<file path="src/rtl/fsd_pkg.sv">
// Shared constants and types for the fault shutdown detector.
// Assumes a 16-bit register with fixed bit positions for fields decoded by software.
package fsd_pkg;
    localparam int REG_W    = 16;
    localparam int IE_BIT   = 8;
    localparam int HZ_BIT   = 9;
    localparam int FLAG_BIT = 12;
    localparam int RUN_LEN  = 16;
    localparam int DIV_FAST = 8;
    localparam int DIV_MID  = 16;
    localparam int DIV_SLOW = 128;

    typedef enum logic [1:0] {
        DET_EDGE   = 2'b00,
        DET_FAST   = 2'b01,
        DET_MID    = 2'b10,
        DET_SLOW   = 2'b11
    } det_mode_e;
endpackage

</file>
<file path="src/rtl/fsd_sync.sv">
// Multi-stage synchroniser for an asynchronous level.
// Assumes the idle level is 1 (inactive fault), which is the reset value of each stage.
module fsd_sync #(
    parameter int STAGES = 2
) (
    input  logic clk,
    input  logic rst_n,
    input  logic d_i,
    output logic q_o
);
    logic [STAGES-1:0] stage_q;

    // Shift the pin level through the stages.
    always_ff @(posedge clk) begin
        if (!rst_n) stage_q <= '1;
        else        stage_q <= {stage_q[STAGES-2:0], d_i};
    end

    assign q_o = stage_q[STAGES-1];
endmodule

</file>
<file path="src/rtl/fsd_filter.sv">
// Detection engine: a falling-edge detector or a run-of-lows counter clocked by a
// prescaler tick. Outputs a one-cycle detect pulse. Assumes sync_i is already synchronised.
module fsd_filter import fsd_pkg::*; #(
    parameter int RUN     = RUN_LEN,
    parameter int DIV_A   = DIV_FAST,
    parameter int DIV_B   = DIV_MID,
    parameter int DIV_C   = DIV_SLOW
) (
    input  logic      clk,
    input  logic      rst_n,
    input  det_mode_e mode_i,
    input  logic      sync_i,
    input  logic      restart_i,
    output logic      det_o
);
    localparam int PRE_W = $clog2(DIV_C);
    localparam int RCW   = $clog2(RUN + 1);
    localparam logic [RCW-1:0] RUN_LAST = RCW'(RUN - 1);
    localparam logic [RCW-1:0] RUN_MAX  = RCW'(RUN);

    logic [PRE_W-1:0] pre_q;
    logic [PRE_W-1:0] mask;
    logic             tick;
    logic             prev_q;
    logic [RCW-1:0]   run_q;
    logic             edge_hit;
    logic             run_hit;

    // Free-running prescaler counter.
    always_ff @(posedge clk) begin
        if (!rst_n) pre_q <= '0;
        else        pre_q <= pre_q + 1'b1;
    end

    // Pick the tick mask for the selected sample rate.
    always_comb begin
        case (mode_i)
            DET_FAST: mask = PRE_W'(DIV_A - 1);
            DET_MID:  mask = PRE_W'(DIV_B - 1);
            default:  mask = PRE_W'(DIV_C - 1);
        endcase
    end

    assign tick = ((pre_q & mask) == mask);

    // Remember the previous synchronised level for edge detection.
    always_ff @(posedge clk) begin
        if (!rst_n) prev_q <= 1'b1;
        else        prev_q <= sync_i;
    end

    // Count consecutive low samples, saturating; a high sample or a restart zeroes it.
    always_ff @(posedge clk) begin
        if (!rst_n || restart_i) run_q <= '0;
        else if (tick) begin
            if (sync_i)              run_q <= '0;
            else if (run_q != RUN_MAX) run_q <= run_q + 1'b1;
        end
    end

    assign edge_hit = prev_q & ~sync_i;
    assign run_hit  = tick & ~sync_i & (run_q == RUN_LAST);
    assign det_o    = (mode_i == DET_EDGE) ? edge_hit : run_hit;


    run_restart_chk: assert property (@(posedge clk) disable iff (!rst_n)
        (tick && sync_i && !restart_i) |=> (run_q == '0));


    tick_spacing_chk: assert property (@(posedge clk) disable iff (!rst_n)
        tick |=> !tick);
endmodule

</file>
<file path="src/rtl/fsd_regs.sv">
// Control/status register: write-once mode, two enables, and a read-then-clear flag.
// Assumes one-cycle full-word accesses; read data is the live register contents.
module fsd_regs import fsd_pkg::*; (
    input  logic             clk,
    input  logic             rst_n,
    input  logic             bus_en_i,
    input  logic             bus_we_i,
    input  logic [REG_W-1:0] bus_wdata_i,
    input  logic             det_i,
    output logic [REG_W-1:0] rdata_o,
    output det_mode_e        mode_o,
    output logic             restart_o,
    output logic             irq_o,
    output logic             hiz_o
);
    logic      wr, rd, clr_ok;
    logic      flag_q, arm_q, locked_q, ie_q, hz_q;
    det_mode_e mode_q;
    logic      unused_rsvd;

    assign wr     = bus_en_i & bus_we_i;
    assign rd     = bus_en_i & ~bus_we_i;
    assign clr_ok = wr & ~bus_wdata_i[FLAG_BIT] & arm_q;
    assign unused_rsvd = ^{bus_wdata_i[15:13], bus_wdata_i[11:10], bus_wdata_i[7:2]};

    // Sticky flag: detection wins over a clearing write.
    always_ff @(posedge clk) begin
        if (!rst_n)      flag_q <= 1'b0;
        else if (det_i)  flag_q <= 1'b1;
        else if (clr_ok) flag_q <= 1'b0;
    end

    // Arm bit: records that a read returned the flag as 1.
    always_ff @(posedge clk) begin
        if (!rst_n)            arm_q <= 1'b0;
        else if (clr_ok)       arm_q <= 1'b0;
        else if (rd && flag_q) arm_q <= 1'b1;
    end

    // Mode field: loaded by the first write after reset, then locked.
    always_ff @(posedge clk) begin
        if (!rst_n) begin
            mode_q   <= DET_EDGE;
            locked_q <= 1'b0;
        end else if (wr && !locked_q) begin
            mode_q   <= det_mode_e'(bus_wdata_i[1:0]);
            locked_q <= 1'b1;
        end
    end

    // Enable bits: rewritten on every write.
    always_ff @(posedge clk) begin
        if (!rst_n) begin
            ie_q <= 1'b0;
            hz_q <= 1'b0;
        end else if (wr) begin
            ie_q <= bus_wdata_i[IE_BIT];
            hz_q <= bus_wdata_i[HZ_BIT];
        end
    end

    // Assemble read data; reserved positions stay zero.
    always_comb begin
        rdata_o           = '0;
        rdata_o[1:0]      = mode_q;
        rdata_o[IE_BIT]   = ie_q;
        rdata_o[HZ_BIT]   = hz_q;
        rdata_o[FLAG_BIT] = flag_q;
    end

    assign mode_o    = mode_q;
    assign restart_o = clr_ok;
    assign irq_o     = flag_q & ie_q;
    assign hiz_o     = flag_q & hz_q;


    flag_fall_chk: assert property (@(posedge clk) disable iff (!rst_n)
        $fell(flag_q) |-> $past(bus_en_i && bus_we_i && !bus_wdata_i[FLAG_BIT] && arm_q));


    flag_rise_chk: assert property (@(posedge clk) disable iff (!rst_n)
        $rose(flag_q) |-> $past(det_i));


    mode_lock_chk: assert property (@(posedge clk) disable iff (!rst_n)
        locked_q |=> $stable(mode_q));


    set_wins_chk: assert property (@(posedge clk) disable iff (!rst_n)
        det_i |=> flag_q);
endmodule

</file>
<file path="src/rtl/fault_shutdown_det.sv">
// Top level: synchroniser, detection engine and register.
// Assumes fault_n_i is asynchronous and active low.
module fault_shutdown_det import fsd_pkg::*; #(
    parameter int SYNC_STAGES = 2
) (
    input  logic             clk,
    input  logic             rst_n,
    input  logic             fault_n_i,
    input  logic             bus_en_i,
    input  logic             bus_we_i,
    input  logic [REG_W-1:0] bus_wdata_i,
    output logic [REG_W-1:0] bus_rdata_o,
    output logic             irq_o,
    output logic             hiz_req_o
);
    logic      sync_lvl;
    logic      det;
    logic      restart;
    det_mode_e mode;

    fsd_sync #(.STAGES(SYNC_STAGES)) u_sync (
        .clk   (clk),
        .rst_n (rst_n),
        .d_i   (fault_n_i),
        .q_o   (sync_lvl)
    );

    fsd_filter u_filter (
        .clk       (clk),
        .rst_n     (rst_n),
        .mode_i    (mode),
        .sync_i    (sync_lvl),
        .restart_i (restart),
        .det_o     (det)
    );

    fsd_regs u_regs (
        .clk         (clk),
        .rst_n       (rst_n),
        .bus_en_i    (bus_en_i),
        .bus_we_i    (bus_we_i),
        .bus_wdata_i (bus_wdata_i),
        .det_i       (det),
        .rdata_o     (bus_rdata_o),
        .mode_o      (mode),
        .restart_o   (restart),
        .irq_o       (irq_o),
        .hiz_o       (hiz_req_o)
    );
endmodule

</file>
<file path="config.mk">
export PLATFORM = sky130hd
export DESIGN_NAME = fault_shutdown_det
export DESIGN_NICKNAME = d
export VERILOG_FILES = /design/src/rtl/fsd_pkg.sv /design/src/rtl/fsd_sync.sv /design/src/rtl/fsd_filter.sv /design/src/rtl/fsd_regs.sv /design/src/rtl/fault_shutdown_det.sv
export SDC_FILE = /design/constraint.sdc
export NUM_CORES = 1
export LEC_CHECK = 0
export BUFFER_PORTS_ARGS = -buffer_cell sky130_fd_sc_hd__buf_2
export CORE_ASPECT_RATIO = 1.5
export CORE_MARGIN = 4
export CORE_UTILIZATION = 48
export DETAILED_ROUTE_END_ITERATION = 7
export PLACE_DENSITY = 0.79
export SLEW_MARGIN = 0
export SYNTH_ARGS = -nofsm -noshare
export SYNTH_HDL_FRONTEND = slang
export SYNTH_SLANG_ARGS = --single-unit
</file>
<file path="constraint.sdc">
create_clock -name clk -period 2.28 [get_ports clk]
set_clock_uncertainty 0.2 [all_clocks]
set_input_delay 0.456 -clock clk [delete_from_list [all_inputs] [get_ports clk]]
set_output_delay 0.456 -clock clk [all_outputs]
set_load 0.1 [all_outputs]
</file>
* After elaboration in Yosys (flattened, before gate mapping)
Cells that the tools add are included.
** Operators by class
- Add/sub/neg operators :: 2
- Equal/unequal tests :: 5
- Mux-type cells :: 6
- Bitwise logic cells :: 14
- Reductions and logical operators :: 10
** Operators with widths (count)
- $pmux 7 s2 :: 1
- $mux 5 :: 2
- $and 1x1->1 :: 9
- $add 7x1->7 const B :: 1
- $and 7x7->7 :: 1
- $eq 7x7->1 :: 1
- $add 5x1->5 const B :: 1
- $eq 5x4->1 const B :: 1
- $ne 5x5->1 const B :: 1
- $not 1->1 :: 4
- $reduce_bool 2->1 :: 2
- $mux 1 :: 3
- $eq 2x1->1 const B :: 1
- $eq 2x2->1 const B :: 1
- $logic_and 1x1->1 :: 2
- $logic_not 1->1 :: 2
- $logic_not 2->1 :: 1
- $reduce_and 2->1 :: 1
- $reduce_or 2->1 :: 1
- $logic_or 1x1->1 :: 1
** Word-level totals
- Register bits :: 22
- Input port bits :: 21
- Output and inout bits :: 18

* Logic depth before layout (Yosys ltp)
Gate-level depths: netlist of run 1.
- Depth in word-level cells :: 8
- Gate-level depth with buffers :: 6

* Hierarchy
Synthesis of run 1 repeated with hierarchy kept, for this count alone.
** Unflattened totals
- Cell total of the unflattened synthesis :: 131
- Area total of the unflattened synthesis :: 1186.1 µm²
** Modules (own cells, without submodules)
- fsd_filter :: instances 1, cells each 75, area each 691.9 µm², seq. area each 260.2 µm²
- fsd_regs :: instances 1, cells each 52, area each 441.7 µm², seq. area each 140.1 µm²
- fsd_sync :: instances 1, cells each 4, area each 52.6 µm², seq. area each 40.0 µm²

* Worst setup path before layout of run 1
OpenSTA, ideal clock, no wires.
- Path type :: reg-to-reg
- From :: reg u_regs.mode_q[1] (netlist: u_regs.mode_o[1])
- To :: reg u_filter.run_q[4]
- Arrival :: 2.125 ns
- Slack :: -0.125 ns
- Cell stages (with the launch flop) :: 7
- Period minus slack after synthesis :: 2.405 ns
- Cell sequence :: dfxtp_1 inv_1 ha_1 a31oi_4 nor2_1 a21o_1 a211oi_2
** On the way
- Longest elaborated chain between the ends :: 5
** RTL lines
- from (decl) :: line fsd_regs.sv:18 : det_mode_e mode_q;
- from (signal assigned) :: line fsd_regs.sv:46 : mode_q <= det_mode_e'(bus_wdata_i[1:0]);
- $eq 2x2->1 / $eq 2x1->1 (equally long branches) :: line fsd_filter.sv:37 : case (mode_i)
- $pmux 7 s2 (*) :: line fsd_filter.sv:37
- $and 7x7->7 :: line fsd_filter.sv:44 : assign tick = ((pre_q & mask) == mask);
- $eq 7x7->1 (*) :: line fsd_filter.sv:44
- $reduce_and 2->1 (no source line) (*)
- to (signal assigned) :: line fsd_filter.sv:57 : else if (run_q != RUN_MAX) run_q <= run_q + 1'b1;
- to (decl) :: line fsd_filter.sv:25 : logic [RCW-1:0] run_q;
Every way passes the cells marked *; elsewhere a longest branch is shown, timed or not.
A chain may end at the register's enable or synchronous reset.

* Worst setup path after layout of run 1
- From :: reg u_regs.flag_q
- To :: out hiz_req_o
** On the way
- Longest elaborated chain between the ends :: 1
** RTL lines
- from (decl) :: line fsd_regs.sv:17 : logic flag_q, arm_q, locked_q, ie_q, hz_q;
- from (signal assigned) :: line fsd_regs.sv:28 : if (!rst_n) flag_q <= 1'b0;
- from (signal assigned) :: line fsd_regs.sv:29 : else if (det_i) flag_q <= 1'b1;
- from (signal assigned) :: line fsd_regs.sv:30 : else if (clr_ok) flag_q <= 1'b0;
- $and 1x1->1 :: line fsd_regs.sv:74 : assign hiz_o = flag_q & hz_q;
- to (decl) :: line fault_shutdown_det.sv:14 : output logic hiz_req_o
Every way passes these cells.

==> results of run 1 <==
## path summary, 6_finish.rpt
kind / endpoint / slack [ns] / cells after the start
max: hiz_req_o / 0.34 / 2
min: u_sync.stage_q[0] / 0.12 / 2
max reg2reg: u_filter.run_q[4] / 0.50 / 6
min reg2reg: u_sync.stage_q[1] / 0.23 / 1
## area by class of cell
cell class / instances / area share, %
Inverter: 9 / 2.83
Sequential cell: 22 / 37.1
Multi-Input combinational cell: 84 / 48.0
Clock buffer: 4 / 3.04
Tap cell: 23 / 2.41
Timing Repair Buffer: 16 / 6.70
## stage by stage
stage | cells | utilization (%) | area (um2) | worst slack (ns)
6_report | 158 | 53.5 | 1190 | 0.344
5_1_grt | 158 | 53.5 | 1190 | 0.289
4_1_cts | 158 | 53.5 | 1190 | 0.322
3_5_place_dp | 154 | 51.9 | 1160 | 0.511
3_3_place_gp | 154 | 51.9 | 1160 | 0.544
2_1_floorplan | 130 | - | 1160 | 0.215
## where the power goes
part / switching [mW] / internal [mW]
logic: 0.138 / 0.0265
registers: 0.0103 / 0.397
clock network: 0.119 / 0.0974
## synthesized netlist by cell type, types with 2 or more instances
cell type                   n  share of area [%]
sky130_fd_sc_hd__ha_1       6                6.7
sky130_fd_sc_hd__nand3_1    6                2.7
sky130_fd_sc_hd__inv_1      9                3.0
sky130_fd_sc_hd__nand2_1    7                2.3
sky130_fd_sc_hd__nor2b_1    3                1.7
sky130_fd_sc_hd__nand2b_1   4                2.2
sky130_fd_sc_hd__nor2_1     7                2.3
sky130_fd_sc_hd__a21boi_1   5                3.4
sky130_fd_sc_hd__a211o_1    2                1.6
sky130_fd_sc_hd__buf_4     14                9.4
sky130_fd_sc_hd__and2_1     7                3.9
sky130_fd_sc_hd__and3_1     2                1.1
sky130_fd_sc_hd__o21ai_0    3                1.3
sky130_fd_sc_hd__xnor2_1    5                3.9
sky130_fd_sc_hd__dfxtp_1   22                 39
sky130_fd_sc_hd__mux2i_1    2                1.8
## layer usage
layer / routed length (um) / part of all wire, %
met2: 968 / 53
met4: 12 / 0.66
met5: 0 / 0
met1: 755 / 41
met3: 90 / 4.9
## logic make-up (layout without fill, tap and decap cells)
group / Yosys count / count (layout) / synth area share (%)
multiplexers: 2 / 2 / 1.79
adder cells (fa/ha/maj): 6 / 6 / 6.71
buffers and inverters: 24 / 29 / 12.8
AND/OR/NAND/NOR: 39 / 39 / 18.8
flip-flops: 22 / 22 / 39.4
other: 1 / 11 / 0.335
AO/OA/AOI/OAI: 20 / 20 / 15.5
XOR/XNOR: 6 / 6 / 4.70
## registers in the layout (all words and copies together) (netlist names)
signal / flops
u_regs.hz_q: 1
u_filter.run_q: 5
u_regs.locked_q: 1
u_regs.mode_o: 2
u_sync.stage_q: 2
u_filter.prev_q: 1
u_filter.pre_q: 7
u_regs.arm_q: 1
u_regs.ie_q: 1
u_regs.flag_q: 1
## worst register-to-register path, delay by kind of cell, from the launching register on
kind	cells	cell delay [ns]
compound gates	3	0.67
flops	1	0.37
fa+ha+maj	1	0.31
buf+inv	1	0.04
simple gates	1	0.14
==> qor.tcl, run 1 <==
set qor(diodes) 0
set qor(rr_startpoint) {u_regs.mode_o[0]}
set qor(met3_usage_pct) 2.43
set qor(core_um2) 2230
set qor(timing_worst_setup_path_type) {flop to output port}
set qor(synthArstFlopShare_pct) 0
set qor(place.gp.congestion) 0.742
set qor(grt_most_used_layer) {met2}
set qor(drc_errors) 0
set qor(power_density_nw_per_um2) 659
set qor(seq_area_frac_synth_pct) 39.4
set qor(dr.first_iter.drc_count) 10
set qor(cts_buffers) 3
set qor(grt_max_degree) 17
set qor(die_width_um) 47.4
set qor(postCtsHoldBufs) 0
set qor(h_tree_levels) 1
set qor(grt_util_met1_pct) 14.6
set qor(cp_startpoint_kind) {flop}
set qor(critical-path-slowest-cell) {sky130_fd_sc_hd__buf_2}
set qor(routed_via_density) 4.91
set qor(syn_avg_cell_area_um2) 9.32
set qor(ir_worst_vdd_uv) 273
set qor(routed-via-count) 776
set qor(finalSetupTns_ns) 0
set qor(timing.critical_path.slowest_cell_delay_ns) 0.42
set qor(worstHoldPathType) {input pin to flop}
set qor(design.die.area_um2) 3180
set qor(final.fill_count) 201
set qor(clock_insertion_delay_worst_skew_ns) 0.30
set qor(final_max_slew_viol_count) 0
set qor(setup_fix_buffers_added_after_clock_tree_synthesis) 0
set qor(synthFlopType) {sky130_fd_sc_hd__dfxtp_1}
set qor(cp_max_fo) 5
set qor(timing.fmax_mhz) 517
set qor(power.total_mw) 0.788
set qor(mappedNetlistArea_um2) 1120
set qor(worst-endpoint-required_ns) 1.62
set qor(yosys_warnings) 0
set qor(worstHoldStart) {fault_n_i}
set qor(cp_cell_sequence) {and2_1, buf_2}
set qor(leakagePower_nw) 0.517
set qor(crit_arrival_ns) 1.28
set qor(mostFrequentLayoutCells) {sky130_fd_sc_hd__dfxtp_1 (20), sky130_fd_sc_hd__buf_2 (16), sky130_fd_sc_hd__conb_1 (11), sky130_fd_sc_hd__inv_1 (9)}
set qor(average_wire_per_standard_cell_um) 11.6
set qor(critPathTopFamily) {buffers and inverters}
set qor(crit_path_start) {u_regs.flag_q}
set qor(post_cts_resize_count) 0
set qor(layout_worst_path_cycle_share_pct) 84.9
set qor(rows) 21
set qor(grt.total_usage_pct) 13.6
set qor(groute.layer.met2.usage_pct) 24.2
set qor(top_level_ports) 39
set qor(ctsRootBufferMaster) {sky130_fd_sc_hd__clkbuf_4}
set qor(floorplan.initialDensity_pct) 50.1
set qor(via_count_of_the_first_global_routing_pass) 753
set qor(floorplan.die.height_um) 67.1
set qor(initial_antenna_violation_count) 0
set qor(drive_above_1_share_pct) 20.0
set qor(multi_input_comb_area_um2) 573
set qor(wire_length_of_the_first_global_routing_pass_um) 3090
set qor(synth-edff-count) 0
set qor(area_growth_syn_to_layout_pct) 6.82
set qor(drt_wl_total_um) 1830
set qor(detail-route-antenna-nets) 0
set qor(synth_cells) 120
set qor(register_area_um2) 443
set qor(hold_violations) 0
set qor(most_common_cell_after_layout_fill_and_taps_aside) {sky130_fd_sc_hd__dfxtp_1}
set qor(critPathBufInv) 1
set qor(setup_viol_count_final) 0
set qor(clkSinkCount) 22
set qor(dp_hpwl_um) 1440
set qor(run_status) {completed}
set qor(grt_overflow_total) 0
set qor(cts_buffer_depth) 2
set qor(timing.final.crit_period_ns) 1.94
set qor(clock_edge_transition_at_the_registers_on_the_reported_setup_and_hold_paths_ns) 0.12
set qor(rsz0062_at_grt) {false}
set qor(critical_path.endpoint_type) {output port}
set qor(total_of_flip_flops_plus_latches_after_synthesis) 22
set qor(finalNetCount) 163
set qor(synth.distinct_cells) 32
set qor(holdWs_ns) 0.120
set qor(drtPass1Iterations) 4
set qor(portBuffers) 16
set qor(tritoncts) {yes}
set qor(max-cap-violations) 0
Note: power is estimated with default switching activity, not from simulation.
==> inputs of run 2 (changes only) <==
- ABC_AREA: unset -> 1
- CORE_UTILIZATION: 48 -> 49
- PLACE_DENSITY: 0.79 -> 0.8
- clock period: 2.28 -> 1.83 ns (I/O delays scaled with it)
==> run 2 against run 1 <==
Non-clock buffer count did not move. Largest power group unchanged. Setup slack got worse by 0.25 ns. Die area fell by 0.72%. Critical endpoint is now bus_rdata_o[12]. Synthesized area rose by 1.2%. Sequential cell count did not move. Total power rose by 40%. Global-route usage rose by 0.78 points. Wire length rose by 13%.
==> qor.tcl, run 2 <==
set qor(postCtsHoldBufs) 0 ;# unchanged
set qor(h_tree_levels) 1 ;# unchanged
set qor(seq_area_frac_synth_pct) 38.9 ;# was 39.4%
set qor(cp_startpoint_kind) {flop} ;# unchanged
set qor(synth-simple-area-share_pct) 29.4 ;# was 18.8%
set qor(worst_r2r_path_depth) 8 ;# was 6
set qor(final_max_slew_viol_count) 0 ;# unchanged
set qor(grt_overflow_total) 0 ;# unchanged
set qor(drt_wl_total_um) 2060 ;# was 1830 um
set qor(setup_fix_buffers_added_after_clock_tree_synthesis) 0 ;# unchanged
set qor(design.die.area_um2) 3160 ;# was 3180 um2
set qor(synth_cells) 155 ;# was 120
set qor(area_growth_syn_to_layout_pct) 8.29 ;# was 6.82%
set qor(critPathBufInv) 1 ;# unchanged
set qor(tritoncts) {yes} ;# unchanged
set qor(floorplan.initialDensity_pct) 50.7 ;# was 50.1%
set qor(crit_arrival_ns) 1.17 ;# was 1.28 ns
set qor(largest_register_ff_count) 7 ;# unchanged
set qor(worstHoldPathCells) 2 ;# unchanged
set qor(wire_length_of_the_first_global_routing_pass_um) 3360 ;# was 3090 um
set qor(final_critical_path_setup_slack_ns) 0.0964 ;# was 0.344 ns
set qor(synthArstFlopShare_pct) 0 ;# unchanged
set qor(finalNetCount) 198 ;# was 163
set qor(synthFlopType) {sky130_fd_sc_hd__dfxtp_1} ;# unchanged
set qor(routed_via_density) 4.73 ;# was 4.91
set qor(timing.critical_path.slowest_cell_delay_ns) 0.45 ;# was 0.42 ns
set qor(leakagePower_nw) 0.585 ;# was 0.517 nW
set qor(drc_errors) 0 ;# unchanged
set qor(dominant_combinational_cell_family_by_area_after_synthesis) {simple AND/OR/NAND/NOR gates} ;# unchanged
set qor(mux_share_of_post_synthesis_cell_area_pct) 0 ;# was 1.79%
set qor(timing.fmax_mhz) 577
set qor(post-synth-top-area-fraction_pct) 38.9 ;# was 39.4%
set qor(yosys_warnings) 0 ;# unchanged
set qor(mappedNetlistArea_um2) 1130 ;# was 1120 um2
set qor(timing_worst_setup_path_type) {flop to output port} ;# unchanged
set qor(place.gp.congestion) 0.838 ;# was 0.742
set qor(holdPathEnd) {u_sync.stage_q[0]} ;# unchanged
set qor(clkSinkCount) 22 ;# unchanged
set qor(floorplan.die.height_um) 66.9 ;# was 67.1 um
set qor(ctsRootBufferMaster) {sky130_fd_sc_hd__clkbuf_4} ;# unchanged
set qor(yosys-top-cells-area) {sky130_fd_sc_hd__dfxtp_1 (39%), sky130_fd_sc_hd__buf_4 (9.9%), sky130_fd_sc_hd__nand2_1 (9.6%)} ;# was sky130_fd_sc_hd__dfxtp_1 (39%), sky130_fd_sc_hd__buf_4 (9.4%), sky130_fd_sc_hd__ha_1 (6.7%)
set qor(cts_buffer_depth) 2 ;# unchanged
set qor(initial_antenna_violation_count) 0 ;# unchanged
set qor(cts_buffers) 3 ;# unchanged
set qor(drtPass1Iterations) 4 ;# unchanged
set qor(synth.distinct_cells) 21 ;# was 32
set qor(worstHoldStart) {fault_n_i} ;# unchanged
set qor(cp_cell_sequence) {buf_2} ;# was and2_1, buf_2
set qor(rr_startpoint) {u_filter.run_q[0]} ;# was u_regs.mode_o[0]
set qor(power_density_nw_per_um2) 899 ;# was 659 nW/um2
set qor(via_count_of_the_first_global_routing_pass) 876 ;# was 753
set qor(average_wire_per_standard_cell_um) 10.7 ;# was 11.6 um
set qor(synth-edff-count) 0 ;# unchanged
set qor(setup_viol_count_final) 0 ;# unchanged
set qor(most_common_cell_after_layout_fill_and_taps_aside) {sky130_fd_sc_hd__nand2_1} ;# was sky130_fd_sc_hd__dfxtp_1
set qor(synth_compound_area_share_pct) 7.07 ;# was 15.5%
set qor(grt_max_degree) 14 ;# was 17
set qor(timing.final.crit_period_ns) 1.73
set qor(layout_worst_path_cycle_share_pct) 94.7
set qor(synth.cells.most_frequent) {sky130_fd_sc_hd__nand2_1 (29), sky130_fd_sc_hd__nor2_1 (23), sky130_fd_sc_hd__dfxtp_1 (22)} ;# was sky130_fd_sc_hd__dfxtp_1 (22), sky130_fd_sc_hd__buf_4 (14), sky130_fd_sc_hd__inv_1 (9)
set qor(registers.top_by_ff_count) {u_filter.pre_q} ;# unchanged
set qor(critical_path.endpoint_type) {output port} ;# unchanged
set qor(most_common_cell_in_the_synthesized_netlist) {sky130_fd_sc_hd__nand2_1} ;# was sky130_fd_sc_hd__dfxtp_1
set qor(rows) 21 ;# unchanged
set qor(routed-via-count) 912 ;# was 776
set qor(hold_violations) 0 ;# unchanged
set qor(syn_avg_cell_area_um2) 7.31 ;# was 9.32 um2
set qor(cp_max_fo) 5 ;# unchanged
set qor(mostFrequentLayoutCells) {sky130_fd_sc_hd__nand2_1 (29), sky130_fd_sc_hd__nor2_1 (23), sky130_fd_sc_hd__inv_1 (20), sky130_fd_sc_hd__dfxtp_1 (20), sky130_fd_sc_hd__buf_2 (14)} ;# was sky130_fd_sc_hd__dfxtp_1 (20), sky130_fd_sc_hd__buf_2 (16), sky130_fd_sc_hd__conb_1 (11), sky130_fd_sc_hd__inv_1 (9)
set qor(portBuffers) 16 ;# unchanged
set qor(detail-route-antenna-nets) 0 ;# unchanged
set qor(regToRegEndpoint) {u_regs.flag_q} ;# was u_filter.run_q[4]
set qor(finalSetupTns_ns) 0 ;# unchanged
set qor(ir_worst_vdd_uv) 569 ;# was 273 uV
set qor(crit_path_start) {u_regs.flag_q} ;# unchanged
set qor(r2r_setup_slack_ns) 0.34 ;# was 0.50 ns
set qor(dr.first_iter.drc_count) 11 ;# was 10
set qor(placed_cells_incl_taps) 189 ;# was 154
set qor(core_um2) 2230 ;# unchanged
set qor(top_level_ports) 39 ;# unchanged
set qor(worst-endpoint-required_ns) 1.26 ;# was 1.62 ns
set qor(final_util_pct) 54.9 ;# was 53.5%
set qor(synth_xor_xnor_area_share_pct) 0.773 ;# was 4.70%
set qor(clock_edge_transition_at_the_registers_on_the_reported_setup_and_hold_paths_ns) 0.12 ;# about the same
set qor(die_width_um) 47.3 ;# was 47.4 um
set qor(rsz0062_at_grt) {false} ;# unchanged
set qor(synthAdderAreaFrac_pct) 6.63 ;# was 6.71%
set qor(synth_largest_area_cell) {sky130_fd_sc_hd__dfxtp_1} ;# unchanged
set qor(worstHoldPathType) {input pin to flop} ;# unchanged
set qor(critical-path-slowest-cell) {sky130_fd_sc_hd__buf_2} ;# unchanged
set qor(drive_above_1_share_pct) 18.8 ;# was 20.0%
set qor(dp_hpwl_um) 1730 ;# was 1440 um
set qor(critPathTopFamily) {buffers and inverters} ;# unchanged
set qor(grt.total_usage_pct) 14.4 ;# was 13.6%
set qor(pre_cts_slack_ns) 0.336 ;# was 0.511 ns
set qor(diodes) 0 ;# unchanged
set qor(max-cap-violations) 0 ;# unchanged
set qor(run_status) {completed} ;# unchanged
set qor(reg.largest.list) {u_filter.pre_q (7), u_filter.run_q (5)} ;# unchanged
set qor(total_of_flip_flops_plus_latches_after_synthesis) 22 ;# unchanged
set qor(clock_insertion_delay_worst_skew_ns) 0.30 ;# about the same
set qor(final-instance-count-excl-fill) 193 ;# was 158
## run 2: cell families after synthesis
group,count (synthesis)
simple gates,73
buf+inv,36
flops,22
compound gates,16
fa+ha+maj,6
xor+xnor,1
other cells,1
## run 2: where the power goes
part / switching [mW] / total [mW] / internal [mW]
Clock: 0.145 / 0.366 / 0.221
Combinational: 0.196 / 0.228 / 0.0315
Sequential: 0.0114 / 0.508 / 0.497
## run 2: how the worst max path moves through the flow
stage / end / slack [ns] / cells after the start
after CTS: irq_o / 0.02 / 3
final: bus_rdata_o[12] / 0.1 / 1
after global routing: irq_o / 0.02 / 3
after floorplan: u_filter.run_q[4] / 0.0009 / 7
after detailed placement: u_filter.run_q[4] / 0.34 / 7
after global placement: irq_o / 0.37 / 3
## run 2: metrics by stage
stage / power (mW) / cell area [um2] / hold WS [ns]
finish: 1.10 / 1230 / 0.0412
global route: 1.15 / 1230 / 0.0244
CTS: 1.11 / 1220 / 0.0363
detailed placement: 0.747 / 1170 / 0.198
global placement: 0.742 / 1170 / 0.194
floorplan: 0.743 / 1170 / 0.193
## run 2: per-layer routing
metal	part of all wire (%)	up-vias	track usage, %
met5	0	-	0
met4	0.92	0	4.84
met3	2.3	4	2.43
met2	61	10	26.8
met1	36	414	15.0
li1	-	484	-
## run 2: area by class of cell
class / instances / area, um2
Timing Repair Buffer: 16 / 85.1
Sequential cell: 22 / 443
Clock buffer: 3 / 22.5
Clock inverter: 1 / 30.0
Tap cell: 23 / 28.8
Multi-Input combinational cell: 107 / 538
Inverter: 21 / 78.8
Fill cell: 210 / 1010
## run 2: what timing repair did
action                     4_1_cts  5_1_grt
hold endpoints to repair         0        0
resized for setup                0        2
setup endpoints to repair        0        2
==> inputs of run 3 (changes only) <==
- CORE_MARGIN: 4 -> 2
- PLACE_DENSITY: 0.8 -> 0.79
- REMOVE_ABC_BUFFERS: unset -> 1
- SYNTH_HIERARCHICAL: unset -> 1
==> run 3 against run 2 <==
Setup slack improved by 0.024 ns. Wire length is 11% lower. Synthesized cell count increased by 9.0%. Hold slack got worse by 0.020 ns. Register-to-register slack worse by 0.12 ns. Highest routed layer unchanged.
==> qor.tcl, run 3 <==
set qor(run_status) {completed} ;# unchanged
set qor(reg.largest.list) {u_filter/pre_q (7), u_filter/run_q (5)} ;# was u_filter.pre_q (7), u_filter.run_q (5)
set qor(leakagePower_nw) 0.661 ;# was 0.585 nW
set qor(power_density_nw_per_um2) 756 ;# was 899 nW/um2
set qor(yosys_warnings) 6 ;# was 0
set qor(clock_edge_transition_at_the_registers_on_the_reported_setup_and_hold_paths_ns) 0.11 ;# was 0.12 ns
set qor(critical_path.endpoint_type) {output port} ;# unchanged
set qor(r2r_setup_slack_ns) 0.22 ;# was 0.34 ns
set qor(worst-endpoint-required_ns) 1.26 ;# about the same
set qor(design.die.area_um2) 2880 ;# was 3160 um2
set qor(postCtsHoldBufs) 0 ;# unchanged
set qor(area_growth_syn_to_layout_pct) 5.39 ;# was 8.29%
set qor(detail-route-antenna-nets) 0 ;# unchanged
set qor(power.total_mw) 0.961 ;# was 1.10 mW
set qor(crit_path_start) {u_regs/flag_q} ;# was u_regs.flag_q
set qor(regToRegEndpoint) {u_regs/flag_q} ;# was u_regs.flag_q
set qor(top_level_ports) 39 ;# unchanged
set qor(rows) 22 ;# was 21
set qor(grt_overflow_total) 0 ;# unchanged
set qor(largest_register_ff_count) 7 ;# unchanged
set qor(cts_buffer_depth) 2 ;# unchanged
set qor(synth-edff-count) 0 ;# unchanged
set qor(final_max_slew_viol_count) 0 ;# unchanged
set qor(holdWs_ns) 0.0212 ;# was 0.0412 ns
set qor(synth_largest_area_cell) {sky130_fd_sc_hd__dfxtp_1} ;# unchanged
set qor(routed-via-count) 959 ;# was 912
set qor(synth.distinct_cells) 22 ;# was 21
set qor(cp_max_fo) 5 ;# unchanged
set qor(seq_area_frac_synth_pct) 36.5 ;# was 38.9%
set qor(synthFlopType) {sky130_fd_sc_hd__dfxtp_1} ;# unchanged
set qor(diodes) 0 ;# unchanged
set qor(tritoncts) {yes} ;# unchanged
set qor(via_count_of_the_first_global_routing_pass) 849 ;# was 876
set qor(h_tree_levels) 1 ;# unchanged
set qor(synth_cells) 169 ;# was 155
set qor(cp_startpoint_kind) {flop} ;# unchanged
set qor(wire_length_of_the_first_global_routing_pass_um) 3280 ;# was 3360 um
set qor(portBuffers) 16 ;# unchanged
set qor(synthArstFlopShare_pct) 0 ;# unchanged
set qor(drc_errors) 0 ;# unchanged
set qor(ctsRootBufferMaster) {sky130_fd_sc_hd__clkbuf_4} ;# unchanged
set qor(cts_buffers) 3 ;# unchanged
set qor(rr_startpoint) {u_regs/mode_o[0]} ;# was u_filter.run_q[0]
set qor(yosys-top-cells-area) {sky130_fd_sc_hd__dfxtp_1 (37%), sky130_fd_sc_hd__nand2_1 (10%), sky130_fd_sc_hd__buf_4 (10%)} ;# was sky130_fd_sc_hd__dfxtp_1 (39%), sky130_fd_sc_hd__buf_4 (9.9%), sky130_fd_sc_hd__nand2_1 (9.6%)
set qor(synth.cells.most_frequent) {sky130_fd_sc_hd__nand2_1 (33), sky130_fd_sc_hd__nor2_1 (28), sky130_fd_sc_hd__inv_1 (26)} ;# was sky130_fd_sc_hd__nand2_1 (29), sky130_fd_sc_hd__nor2_1 (23), sky130_fd_sc_hd__dfxtp_1 (22)
set qor(clock_insertion_delay_worst_skew_ns) 0.30 ;# about the same
set qor(mappedNetlistArea_um2) 1210 ;# was 1130 um2
set qor(setup_viol_count_final) 0 ;# unchanged
set qor(timing_worst_setup_path_type) {flop to output port} ;# unchanged
set qor(crit_arrival_ns) 1.14 ;# was 1.17 ns
set qor(dr.first_iter.drc_count) 18 ;# was 11
set qor(floorplan.die.height_um) 64.8 ;# was 66.9 um
set qor(worstHoldPathType) {input pin to flop} ;# unchanged
set qor(drt_wl_total_um) 1840 ;# was 2060 um
set qor(registers.top_by_ff_count) {u_filter/pre_q} ;# was u_filter.pre_q
set qor(timing.final.crit_period_ns) 1.71 ;# was 1.73 ns
set qor(routed_via_density) 4.63 ;# was 4.73
set qor(hold_violations) 0 ;# unchanged
set qor(floorplan.initialDensity_pct) 50.4 ;# was 50.7%
set qor(final_util_pct) 53.1 ;# was 54.9%
set qor(max-cap-violations) 0 ;# unchanged
set qor(mostFrequentLayoutCells) {sky130_fd_sc_hd__nand2_1 (33), sky130_fd_sc_hd__nor2_1 (28), sky130_fd_sc_hd__inv_1 (26), sky130_fd_sc_hd__dfxtp_1 (22), sky130_fd_sc_hd__buf_2 (13)} ;# was sky130_fd_sc_hd__nand2_1 (29), sky130_fd_sc_hd__nor2_1 (23), sky130_fd_sc_hd__inv_1 (20), sky130_fd_sc_hd__dfxtp_1 (20), sky130_fd_sc_hd__buf_2 (14)
set qor(grt.total_usage_pct) 14.8 ;# was 14.4%
set qor(drtPass1Iterations) 4 ;# unchanged
set qor(ir_worst_vdd_uv) 596 ;# was 569 uV
set qor(cp-endpoint) {irq_o} ;# was bus_rdata_o[12]
set qor(grt_max_degree) 15 ;# was 14
set qor(layout_worst_path_cycle_share_pct) 93.4 ;# was 94.7%
set qor(initial_antenna_violation_count) 0 ;# unchanged
set qor(most_common_cell_after_layout_fill_and_taps_aside) {sky130_fd_sc_hd__nand2_1} ;# unchanged
set qor(core_um2) 2390 ;# was 2230 um2
set qor(dp_hpwl_um) 1470 ;# was 1730 um
set qor(timing.fmax_mhz) 585 ;# was 577 MHz
set qor(post-synth-top-area-fraction_pct) 36.5 ;# was 38.9%
set qor(rsz0062_at_grt) {false} ;# unchanged
set qor(average_wire_per_standard_cell_um) 8.88 ;# was 10.7 um
set qor(drive_above_1_share_pct) 19.7 ;# was 18.8%
set qor(place.gp.congestion) 0.745 ;# was 0.838
set qor(die_width_um) 44.5 ;# was 47.3 um
set qor(setup_fix_buffers_added_after_clock_tree_synthesis) 0 ;# unchanged
set qor(worst_r2r_path_depth) 10 ;# was 8
set qor(syn_avg_cell_area_um2) 7.14 ;# was 7.31 um2
set qor(most_common_cell_in_the_synthesized_netlist) {sky130_fd_sc_hd__nand2_1} ;# unchanged
set qor(total_of_flip_flops_plus_latches_after_synthesis) 22 ;# unchanged
set qor(clkSinkCount) 22 ;# unchanged
set qor(finalNetCount) 212 ;# was 198
==> run 3: kinds of logic after synthesis <==
logic type	share of synthesized area, %
adder cells (fa/ha/maj)	6.22
AO/OA/AOI/OAI	4.46
other	0.311
XOR/XNOR	1.45
flip-flops	36.5
buffers and inverters	18.7
AND/OR/NAND/NOR	32.4
==> run 3: worst max-delay path, cell delays in order (launching register included) <==
cell and delay (ns):
sky130_fd_sc_hd__dfxtp_1 0.43, sky130_fd_sc_hd__nand2_1 0.07, sky130_fd_sc_hd__inv_1 0.05, sky130_fd_sc_hd__buf_4 0.28
==> run 3: final cells by class <==
type                    instances  area (um2)
fillers                       239        1120
multi-input cells             113         578
flip-flops and latches         22         440
inverters                      28         105
repair buffers                 17        95.1
well taps                      24        30.0
clock buffers                   3        22.5
==> run 3: through the flow <==
step | instances | setup TNS, ns | instance area [um2] | worst slack (ns)
floorplan | 163 | -2.99 | 1120 | -0.454
detailed placement | 204 | 0 | 1240 | 0.226
CTS | 207 | 0 | 1270 | 0.0464
finish | 207 | 0 | 1270 | 0.120
global placement | 204 | 0 | 1240 | 0.244
global route | 207 | 0 | 1270 | 0.0345
==> run 3: how the worst min path moves through the flow <==
stage / from / endpoint / cells after the start
3_3_place_gp: u_sync/stage_q[0] / u_sync/stage_q[1] / 2
2_1_floorplan: u_sync/stage_q[0] / u_sync/stage_q[1] / 2
3_5_place_dp: u_sync/stage_q[0] / u_sync/stage_q[1] / 2
6_report: fault_n_i / u_sync/stage_q[0] / 3
5_1_grt: fault_n_i / u_sync/stage_q[0] / 3
4_1_cts: fault_n_i / u_sync/stage_q[0] / 3
==> run 3: per-layer routing <==
layer,wire length [um],share of wire [%],track usage (%),vias to the layer above
met3,71,3.9,1.67,2
li1,-,-,-,515
met5,0,0,0,-
met1,792,43,17.4,418
met2,953,52,25.7,24
met4,21,1.1,6.82,0
==> run 3: timing repair <==
item                       in CTS  in global routing
pin swaps                       0                  0
gates cloned                    0                  0
setup endpoints to repair       2                  1
resized for setup               2                  1
==> run 3: power breakdown <==
| group | internal, mW | switching, mW | leakage, nW |
|---|---|---|---|
| registers | 0.496 | 0.0117 | 0.180 |
| logic | 0.0359 | 0.202 | 0.467 |
| clock network | 0.0769 | 0.139 | 0.0138 |
| total | 0.609 | 0.352 | 0.661 |
